===== config.mk =====
export PLATFORM = sky130hd
export DESIGN_NAME = ddr_b2_ctrl
export DESIGN_NICKNAME = d
export VERILOG_FILES = /design/src/rtl/ddr_b2_ctrl.sv
export SDC_FILE = /design/constraint.sdc
export NUM_CORES = 1
export LEC_CHECK = 0
export BUFFER_PORTS_ARGS = -buffer_cell sky130_fd_sc_hd__buf_2
export CORE_UTILIZATION = 45
export CTS_CLUSTER_SIZE = 28
export DETAILED_ROUTE_END_ITERATION = 8
export HOLD_SLACK_MARGIN = 0.08
export PLACE_DENSITY = 0.72
export SYNTH_ARGS = -nofsm -noshare
export SYNTH_HDL_FRONTEND = slang
export SYNTH_SLANG_ARGS = --single-unit

===== constraint.sdc =====
create_clock -name clk -period 1.2 [get_ports clk]
set_clock_uncertainty 0.05 [all_clocks]
set_input_delay 0 -clock clk [delete_from_list [all_inputs] [get_ports clk]]
set_output_delay 0 -clock clk [all_outputs]
set_load 0.05 [all_outputs]

===== src/rtl/ddr_b2_ctrl.sv =====
module ddr_b2_ctrl #(
  parameter int AW = 20,
  parameter int DW = 18
) (
  input  logic            clk,
  input  logic            rst_n,
  input  logic            req_valid,
  output logic            req_ready,
  input  logic            req_rd,
  input  logic [AW-1:0]   req_addr,
  input  logic [2*DW-1:0] req_wdata,
  input  logic [3:0]      req_be,
  output logic            rd_valid,
  output logic [2*DW-1:0] rd_data,
  output logic            mem_k,
  output logic            mem_ld_n,
  output logic            mem_rw,
  output logic [AW-1:0]   mem_addr,
  output logic [1:0]      mem_bws_n,
  output logic [DW-1:0]   mem_d,
  output logic            mem_d_oe,
  input  logic [DW-1:0]   mem_q
);
  logic            kph, busy, accept;
  logic [2:0]      wp;
  logic [4:0]      rp;
  logic [2*DW-1:0] wdat;
  logic [3:0]      wbe;
  logic [DW-1:0]   qlo;

  assign mem_k     = kph;
  assign req_ready = !kph && !busy;
  assign accept    = req_valid && req_ready;

  always_ff @(posedge clk) begin
    if (!rst_n) begin
      kph <= 1'b0;
      busy <= 1'b0;
      mem_ld_n <= 1'b1;
      mem_rw <= 1'b1;
      mem_addr <= '0;
      wp <= '0;
      rp <= '0;
      wdat <= '0;
      wbe <= '0;
    end else begin
      kph <= !kph;
      if (accept) busy <= 1'b1;
      else if (!kph) busy <= 1'b0;
      if (accept) begin
        mem_ld_n <= 1'b0;
        mem_rw <= req_rd;
        mem_addr <= req_addr;
      end else if (!kph) begin
        mem_ld_n <= 1'b1;
      end
      if (accept && !req_rd) begin
        wdat <= req_wdata;
        wbe <= req_be;
      end
      wp <= {wp[1:0], accept && !req_rd};
      rp <= {rp[3:0], accept && req_rd};
    end
  end

  always_ff @(posedge clk) begin
    if (!rst_n) begin
      mem_d <= '0;
      mem_d_oe <= 1'b0;
      mem_bws_n <= 2'b11;
    end else begin
      mem_d_oe <= wp[1] || wp[2];
      if (wp[1]) begin
        mem_d <= wdat[DW-1:0];
        mem_bws_n <= ~wbe[1:0];
      end else if (wp[2]) begin
        mem_d <= wdat[2*DW-1:DW];
        mem_bws_n <= ~wbe[3:2];
      end else begin
        mem_bws_n <= 2'b11;
      end
    end
  end

  always_ff @(posedge clk) begin
    if (!rst_n) begin
      qlo <= '0;
      rd_data <= '0;
      rd_valid <= 1'b0;
    end else begin
      if (rp[3]) qlo <= mem_q;
      if (rp[4]) rd_data <= {mem_q, qlo};
      rd_valid <= rp[4];
    end
  end

  p_load_r2: assert property (@(posedge clk) disable iff (!rst_n)
    accept |=> !mem_ld_n ##1 !mem_ld_n ##1 mem_ld_n);
  p_ready_gap_r3: assert property (@(posedge clk) disable iff (!rst_n)
    accept |=> !req_ready ##1 !req_ready ##1 !req_ready);
  p_oe_noload_r4: assert property (@(posedge clk) disable iff (!rst_n)
    mem_d_oe |-> mem_ld_n);
  p_bws_oe_r5: assert property (@(posedge clk) disable iff (!rst_n)
    (mem_bws_n != 2'b11) |-> mem_d_oe);
  p_valid_pulse_r6: assert property (@(posedge clk) disable iff (!rst_n)
    rd_valid |=> !rd_valid);
  p_write_silent_r7: assert property (@(posedge clk) disable iff (!rst_n)
    (accept && !req_rd) |-> ##6 !rd_valid);
  p_no_drive_on_read_r9: assert property (@(posedge clk) disable iff (!rst_n)
    mem_d_oe |-> !(rp[3] || rp[4]));
endmodule


==> impl_metrics.py, run 1 <==
metrics = {
    "status": {
        "status": "complete, but fails checks",
        "violations": "negative setup slack",
    },
    "route": {
        "vias": 5198,
        "firstDrtPassIters": 4,
        "wl_per_cell_um": 16.1,
        "vias_per_cell": 4.87,
        "wl_met3_um": 734,
        "wl_met2_um": 8910,
        "drt-met1-wl_um": 7200,
        "wl_um": 17200,
        "top_layer_used": "met4",
        "drtIter0Drc": 272,
        "drc": 0,
        "ant_nets": 0,
    },
    "logic_synthesis": {
        "yosysTopAreaCell": "dfxtp_1",
        "synth_adder_area_share": 0,
        "synth_top_family_by_area": "multiplexers",
        "synthMostInstantiatedCell": "dfxtp_1",
        "netlist_instances": 557,
        "ys_types": 23,
        "netlist_area_mm2": 0.00586,
        "synthTopCellsByArea": "dfxtp_1, mux2i_1, nand2_1, nor2b_1, mux2_2",
        "ys_seq_area_frac": 0.506,
        "synth_xor_area_frac": 0,
        "synth_flop_cell": "dfxtp_1",
        "yosys_warnings": 0,
        "synth_compound_area_frac": 0.0354,
        "synthSimpleGateAreaFrac": 0.175,
        "synth_top_area_frac": 0.506,
        "syn-num-nets": 639,
        "synth-async-reset-ratio": 0,
        "yosys_register_bits": 148,
        "yosys-mux-area-fraction": 0.233,
        "syn_area_per_cell_um2": 10.5,
        "synth_edf_count": 0,
        "synth_common_cells": "dfxtp_1, nand2_1, mux2i_1",
    },
    "final_layout": {
        "final_util": 0.743,
        "syn_to_final_growth_pct": 60.8,
        "fillCellCount": 837,
        "drive_gt1_frac": 0.287,
        "nets": 964,
    },
    "clocking": {
        "insertion_delay_ns": 0.43,
        "htreeDepth": 4,
        "cts_sinks": 148,
        "ctsLongestPathBuffers": 2,
        "cts_made_buffers": 17,
        "path_clk_slew_ns": 0.07,
        "cts_tree": "built",
        "clock-root-buffer": "clkbuf_16",
    },
    "job": {
        "drv_cap": 0,
    },
    "worst_setup_path": {
        "startpoint_type": "flip-flop",
        "crit_required_ns": 1.50,
        "worstSetupEndpointType": "flip-flop",
        "crit_arrival_ns": 1.70,
        "cp_max_fo": 10,
        "worst-setup-path-type": "flip-flop to flip-flop",
    },
    "place": {
        "port_buffers": 163,
        "dp_hpwl_um": 7970,
        "place_congestion": 0.750,
        "dp_slack_ns": -0.166,
    },
    "timing": {
        "worst_pin_slew_ns": 0.651,
        "fmax_ghz": 0.713,
        "finalSetupViolCount": 74,
        "period_share": 1.17,
        "final.min_clock_period_ns": 1.40,
        "final.setup.worst_slack_ns": -0.202,
        "hold_viol_final": 0,
        "slew-limit-headroom": 0.566,
        "rsz0062_at_grt": "true",
        "maxSlewViolCount": 0,
    },
    "floorplan": {
        "chipHeight_um": 116,
        "die_area_mm2": 0.0135,
        "ios": 164,
        "rows": 41,
        "core_area_mm2": 0.0127,
        "die_x_um": 116,
        "start_util": 0.462,
    },
    "global_routing": {
        "grt_overflow": 0,
        "grt_start_max_net_pins": 45,
        "track_usage": 0.258,
        "first_global_vias": 5353,
        "antenna_found_initial": 0,
        "grt_first_pass_wirelength_um": 26000,
    },
    "pwr": {
        "ir_drop_uv": 1100,
        "p_total_mw": 11.9,
        "powerDensity_mw_per_mm2": 1270,
        "leakage_nw": 4.02,
    },
    "min_path": {
        "hp-class": "input pin to flip-flop",
    },
}
==> worst max-delay path, cell delays in order (launching register included) <==
cell	delay, ns
dfxtp_4	0.36
nor4b_4	0.27
buf_6	0.15
buf_8	0.13
buf_12	0.15
mux2i_1	0.22
==> cell type report <==
class / count / area (um^2) / share of cell area
clock buffers: 22 / 484 / 0.0514
multi-input cells: 367 / 2720 / 0.289
clock inverters: 10 / 96.3 / 0.0102
diodes: 1 / 2.50 / 0.000266
repair buffers: 348 / 2930 / 0.311
well taps: 172 / 215 / 0.0228
flip-flops and latches: 148 / 2970 / 0.316
==> cells in the final DEF (no fill, tap or decap), drive strengths merged <==
cell          netlist  final
or3b                1      1
dlygate4sd3         0    151
o21a                1      1
buf                34    193
nor4b               1      1
inv                 0      3
o211a              18     18
o21ai               1      1
a22oi               1      1
nor2                1      1
a21boi              1      1
dfxtp             148    148
nand2             123    123
diode               0      1
bufinv              0      1
mux2i             114    114
clkbuf              8     23
and3                1      1
nor3b               1      1
nand2b             18     18
dlymetal6s4s        0      3
clkinv              0      2
clkinvlp            0      4
and2                8      8
nor2b              57     57
mux2               20     20
==> worst paths after layout <==
kind / end / from / slack [ns] / cells past startpoint
worst max-delay path: wbe[1]$_SDFFE_PN0P_ / mem_k$_SDFF_PN0_ / -0.20 / 5
worst min-delay path: mem_ld_n$_SDFFE_PN1P_ / rst_n / 0.1 / 4
worst max register to register: wbe[1]$_SDFFE_PN0P_ / mem_k$_SDFF_PN0_ / -0.20 / 5
worst min register to register: rp[3]$_SDFF_PN0_ / rp[2]$_SDFF_PN0_ / 0.38 / 1
==> report_power, final <==
group | total [mW] | internal, mW | switching [mW] | leakage, nW
combinational | 1.61 | 0.833 | 0.782 | 2.54
clock | 5.17 | 3.08 | 2.09 | 0.276
sequential | 5.13 | 5.05 | 0.0812 | 1.20
total | 11.9 | 8.97 | 2.95 | 4.02
==> registers in the layout, summed over array words and instances, names as in the netlist <==
name / count
mem_d: 18
mem_bws_n: 2
qlo: 18
wp: 3
busy: 1
rd_data: 36
wbe: 4
mem_rw: 1
mem_k: 1
mem_ld_n: 1
rd_valid: 1
wdat: 36
mem_addr: 20
rp: 5
mem_d_oe: 1
==> what timing repair did <==
action                                  CTS  global route
hold buffers                            156             0
buffers inserted                          8             1
pin swaps                                 1             5
resized for setup                        29            18
endpoints found under the hold margin   131             0
endpoints found under the setup margin   71            84
cloned                                    8             1
==> per-stage QoR <==
stage	hold slack [ns]	cell area, um^2	cells	TNS [ns]
final	0.0966	9420	1068	-8.37
after global routing	0.101	9420	1067	-11.72
after CTS	0.0822	9380	1068	-7.91
after detailed placement	0.202	6870	864	-6.70
after global placement	0.199	6870	864	-4.72
after floorplan	0.0921	5910	557	-1.69
==> logic make-up (layout without fill, tap and decap cells) <==
family	after synthesis	after routing
other cells	0	1
mux	134	134
buf+inv	42	380
compound gates	22	22
simple gates	211	211
flops	148	148
==> routing by layer <==
| metal | GRT usage | vias up |
|---|---|---|
| met2 | 0.475 | 172 |
| li1 | - | 2498 |
| met1 | 0.284 | 2490 |
| met3 | 0.0550 | 38 |
| met4 | 0.113 | 0 |
| met5 | 0 | - |
(Power assumes the default switching activity.)
==> run 2, diff against run 1 <==
Settings changed: SKIP_CTS_REPAIR_TIMING from default to 1.
==> run 2 against run 1 <==
The run still ends with negative setup slack left. Sequential power is essentially flat. Sequential share of layout area grew 3.4 points. Wire length shrank 18%. Largest cell class unchanged. Largest power group unchanged.
==> impl_metrics.py, run 2 (synthesis results as in run 1) <==
metrics = {
    "timing": {
        "slew-limit-headroom": 0.745,
        "rsz0062_at_grt": "true",
        "period_share": 1.13,
        "final.setup.worst_slack_ns": -0.158,
        "whs_ns": 0.0723,
        "hold_viol_final": 0,
        "fmax_ghz": 0.736,
        "worst_pin_slew_ns": 0.381,
        "finalSetupViolCount": 67,
        "finalSetupTns_ns": -5.57,
        "final.min_clock_period_ns": 1.36,
        "maxSlewViolCount": 0,
    },
    "global_routing": {
        "first_global_vias": 4020,
        "track_usage": 0.179,
        "grt_overflow": 0,
        "grt_start_max_net_pins": 94,
        "antenna_found_initial": 0,
        "grt_first_pass_wirelength_um": 18500,
    },
    "final_layout": {
        "drive_gt1_frac": 0.298,
        "final_cell_mix": "buf_2, dfxtp_1, nand2_1, mux2i_1, dlygate4sd3_1",
        "final_util": 0.672,
        "fillCellCount": 959,
        "fin_area_mm2": 0.00851,
        "reg.largest.list": "rd_data (36), wdat (36), mem_addr (20)",
        "layout_commonest_cell": "buf_2",
        "fin_cells": 989,
        "nets": 885,
        "syn_to_final_growth_pct": 45.3,
    },
    "place": {
        "dp_slack_ns": -0.166,
        "port_buffers": 163,
        "placedInstanceArea_mm2": 0.00687,
        "place_congestion": 0.750,
        "placed_cells": 864,
        "dp_hpwl_um": 7970,
    },
    "min_path": {
        "holdPathStages": 3,
        "hold_end": "mem_d[16]$_SDFFE_PN0P_",
        "min_from": "rst_n",
        "hp-class": "input pin to flip-flop",
    },
    "route": {
        "firstDrtPassIters": 4,
        "drc": 0,
        "drtIter0Drc": 264,
        "ant_nets": 0,
        "vias_per_cell": 4.77,
        "vias": 4713,
        "wl_um": 14100,
        "wl_per_cell_um": 14.2,
    },
    "pwr": {
        "powerDensity_mw_per_mm2": 1360,
        "switchingPower_mw": 2.81,
        "intPower_mw": 8.77,
        "switching_share": 0.243,
        "leakage_nw": 3.74,
        "power_frac_comb": 0.114,
        "ir_drop_uv": 1030,
        "p_total_mw": 11.6,
        "seq_power_share": 0.443,
        "p_clk_frac": 0.444,
    },
    "floorplan": {
        "rows": 41,
        "start_util": 0.462,
        "die_x_um": 116,
        "chipHeight_um": 116,
        "core_area_mm2": 0.0127,
        "die_area_mm2": 0.0135,
        "ios": 164,
    },
    "clocking": {
        "htreeDepth": 4,
        "insertion_delay_ns": 0.43,
        "clock-root-buffer": "clkbuf_16",
        "cts_sinks": 148,
        "path_clk_slew_ns": 0.06,
        "ctsLongestPathBuffers": 2,
        "cts_tree": "built",
        "cts_made_buffers": 17,
    },
    "status": {
        "status": "complete, but fails checks",
        "violations": "negative setup slack",
    },
    "worst_setup_path": {
        "reg2regPathDepth": 4,
        "r2r-end": "wdat[4]$_SDFFE_PN0P_",
        "crit_required_ns": 1.50,
        "regToRegSetupSlack_ns": -0.16,
        "cp_max_fo": 10,
        "worst-setup-path-type": "flip-flop to flip-flop",
        "startpoint_type": "flip-flop",
        "rr_startpoint": "mem_k$_SDFF_PN0_",
        "worstSetupEndpointType": "flip-flop",
        "crit_arrival_ns": 1.66,
    },
    "job": {
        "drv_cap": 0,
    },
}
[run 2: worst max path at each step]
stage | from | to | slack [ns]
finish | mem_k$_SDFF_PN0_ | wdat[4]$_SDFFE_PN0P_ | -0.16
global route | mem_k$_SDFF_PN0_ | wdat[4]$_SDFFE_PN0P_ | -0.20
CTS | busy$_SDFFE_PN0P_ | wdat[28]$_SDFFE_PN0P_ | -0.17
detailed placement | busy$_SDFFE_PN0P_ | wdat[24]$_SDFFE_PN0P_ | -0.17
global placement | busy$_SDFFE_PN0P_ | wdat[6]$_SDFFE_PN0P_ | -0.11
floorplan | mem_k$_SDFF_PN0_ | wbe[0]$_SDFFE_PN0P_ | -0.03
[run 2: area by class of cell]
cell class	count	area (um^2)	share of cell area
antenna	1	2.50	0.000294
clock buffer	22	484	0.0569
clock inverter	10	96.3	0.0113
multi-input combinational	367	2700	0.317
sequential	148	2970	0.349
tap	172	215	0.0253
timing repair buffer	269	2040	0.240
[run 2: worst max-delay path: stages, from the launching register on]
cell and delay [ns]:
dfxtp_4 0.36, nor4b_4 0.28, buf_6 0.19, clkbuf_16 0.19
mux2i_1 0.20
[run 2: power groups by stage]
stage	logic [mW]	clock network, mW	registers [mW]
after global routing	1.40	5.46	5.14
after global placement	0.986	0	5.23
after detailed placement	1.01	0	5.23
after floorplan	0.474	0	5.46
final	1.31	5.14	5.13
after CTS	1.01	5.22	5.13
[run 2: per-layer routing]
| layer | GRT usage | routed length (um) | part of all wire | vias to the layer above |
|---|---|---|---|---|
| met1 | 0.210 | 6070 | 0.43 | 2211 |
| met5 | 0 | 0 | 0 | - |
| met2 | 0.298 | 7000 | 0.50 | 148 |
| met4 | 0.0778 | 206 | 0.015 | 0 |
| met3 | 0.0581 | 809 | 0.057 | 19 |
| li1 | - | - | - | 2335 |
==> run 3, diff against run 2 <==
Settings changed: CELL_PAD_IN_SITES_DETAIL_PLACEMENT from default to 1, CELL_PAD_IN_SITES_GLOBAL_PLACEMENT from default to 1, CORE_UTILIZATION 45 to 36, PLACE_DENSITY 0.72 to 0.75.
==> run 3 against run 2 <==
The run still ends with negative setup slack left. First-iteration DRC count down 54%. Clock power down 5.6%. Flip-flop and latch count unchanged. Non-clock buffer count up 9. Critical path type unchanged. Highest routed layer unchanged.
==> impl_metrics.py, run 3 (synthesis results as in run 1) <==
metrics = {
    "place": {
        "placed_cells": 911,
        "port_buffers": 163,
        "dp_hpwl_um": 9650,
        "dp_slack_ns": -0.168,
        "place_congestion": 0.738,
        "placedInstanceArea_mm2": 0.00697,
    },
    "route": {
        "firstDrtPassIters": 4,
        "wl_per_cell_um": 15.5,
        "vias": 4788,
        "vias_per_cell": 4.60,
        "drc": 0,
        "drtIter0Drc": 122,
        "wl_um": 16100,
        "ant_nets": 0,
    },
    "final_layout": {
        "nets": 894,
        "layout_commonest_cell": "buf_2",
        "fin_area_mm2": 0.00861,
        "syn_to_final_growth_pct": 47.0,
        "fin_cells": 1040,
        "drive_gt1_frac": 0.294,
        "diodes": 0,
        "reg.largest.list": "rd_data (36), wdat (36), mem_addr (20)",
        "final_cell_mix": "buf_2, dfxtp_1, nand2_1, mux2i_1, dlygate4sd3_1",
    },
    "global_routing": {
        "grt_overflow": 0,
        "antenna_found_initial": 0,
        "grt_first_pass_wirelength_um": 22200,
        "track_usage": 0.172,
        "first_global_vias": 4530,
        "grt_start_max_net_pins": 59,
    },
    "worst_setup_path": {
        "crit_required_ns": 1.48,
        "worstSetupEndpointType": "flip-flop",
        "endpoint": "wdat[15]$_SDFFE_PN0P_",
        "startpoint_type": "flip-flop",
        "crit_arrival_ns": 1.72,
        "regToRegSetupSlack_ns": -0.23,
        "cp_max_fo": 11,
        "rr_startpoint": "mem_k$_SDFF_PN0_",
        "reg2regPathDepth": 4,
        "startpoint": "mem_k$_SDFF_PN0_",
        "r2r-end": "wdat[15]$_SDFFE_PN0P_",
        "worst-setup-path-type": "flip-flop to flip-flop",
    },
    "clocking": {
        "path_clk_slew_ns": 0.06,
        "cts_sinks": 148,
        "cts_tree": "built",
        "ctsLongestPathBuffers": 2,
        "insertion_delay_ns": 0.42,
        "clock-root-buffer": "clkbuf_16",
        "htreeDepth": 4,
        "cts_made_buffers": 17,
    },
    "floorplan": {
        "rows": 46,
        "die_area_mm2": 0.0168,
        "chipHeight_um": 130,
        "die_x_um": 130,
        "start_util": 0.369,
        "ios": 164,
        "core_area_mm2": 0.0159,
    },
    "timing": {
        "rsz0062_at_grt": "true",
        "whs_ns": 0.0956,
        "period_share": 1.19,
        "finalSetupViolCount": 83,
        "hold_viol_final": 0,
        "final.setup.worst_slack_ns": -0.233,
        "slew-limit-headroom": 0.650,
        "maxSlewViolCount": 0,
        "finalSetupTns_ns": -8.60,
        "fmax_ghz": 0.698,
        "final.min_clock_period_ns": 1.43,
        "worst_pin_slew_ns": 0.523,
    },
    "status": {
        "status": "complete, but fails checks",
        "violations": "negative setup slack",
    },
    "pwr": {
        "leakage_nw": 3.77,
        "ir_drop_uv": 986,
        "powerDensity_mw_per_mm2": 1320,
    },
    "job": {
        "drv_cap": 0,
    },
    "min_path": {
        "hp-class": "input pin to flip-flop",
    },
}
run 3: routing by layer:
| layer | vias to the layer above | global-route usage | routed length, um |
|---|---|---|---|
| met2 | 117 | 0.295 | 8280 |
| met5 | - | 0 | 0 |
| met4 | 0 | 0.0657 | 217 |
| met1 | 2303 | 0.199 | 7010 |
| met3 | 19 | 0.0566 | 634 |
| li1 | 2349 | - | - |
run 3: final cells by class:
| cell class | instances | area (um^2) |
|---|---|---|
| Clock inverter | 4 | 20.0 |
| Sequential cell | 148 | 2970 |
| Tap cell | 216 | 270 |
| Timing Repair Buffer | 278 | 2140 |
| Multi-Input combinational cell | 367 | 2700 |
| Fill cell | 1772 | 7270 |
| Clock buffer | 27 | 514 |
run 3: worst min path at each step:
stage	startpoint	slack, ns	endpoint	cells past startpoint
after floorplan	req_wdata[0]	0.09	wdat[0]$_SDFFE_PN0P_	2
after global placement	req_addr[2]	0.20	mem_addr[2]$_SDFFE_PN0P_	3
after detailed placement	req_wdata[10]	0.21	wdat[10]$_SDFFE_PN0P_	3
after CTS	req_addr[14]	-0.24	mem_addr[14]$_SDFFE_PN0P_	3
after global routing	rst_n	0.1	mem_addr[10]$_SDFFE_PN0P_	4
final	rst_n	0.1	mem_addr[8]$_SDFFE_PN0P_	4
run 3: where the power goes:
part           internal, mW  leakage (nW)  total, mW  switching, mW
clock                  2.91         0.266       4.85           1.95
sequential             5.05          1.20       5.13         0.0771
combinational         0.647          2.30       1.35          0.701
run 3: critical path, stage by stage (launching register included):
cell	delay (ns)
dfxtp_4	0.36
nor4b_4	0.36
buf_6	0.19
buf_12	0.16
mux2i_1	0.23
run 3: stage by stage:
| stage | util | power, mW |
|---|---|---|
| floorplan | - | 5.94 |
| global placement | 0.439 | 6.23 |
| detailed placement | 0.439 | 6.28 |
| CTS | 0.473 | 11.1 |
| global route | 0.542 | 11.8 |
| finish | 0.542 | 11.3 |
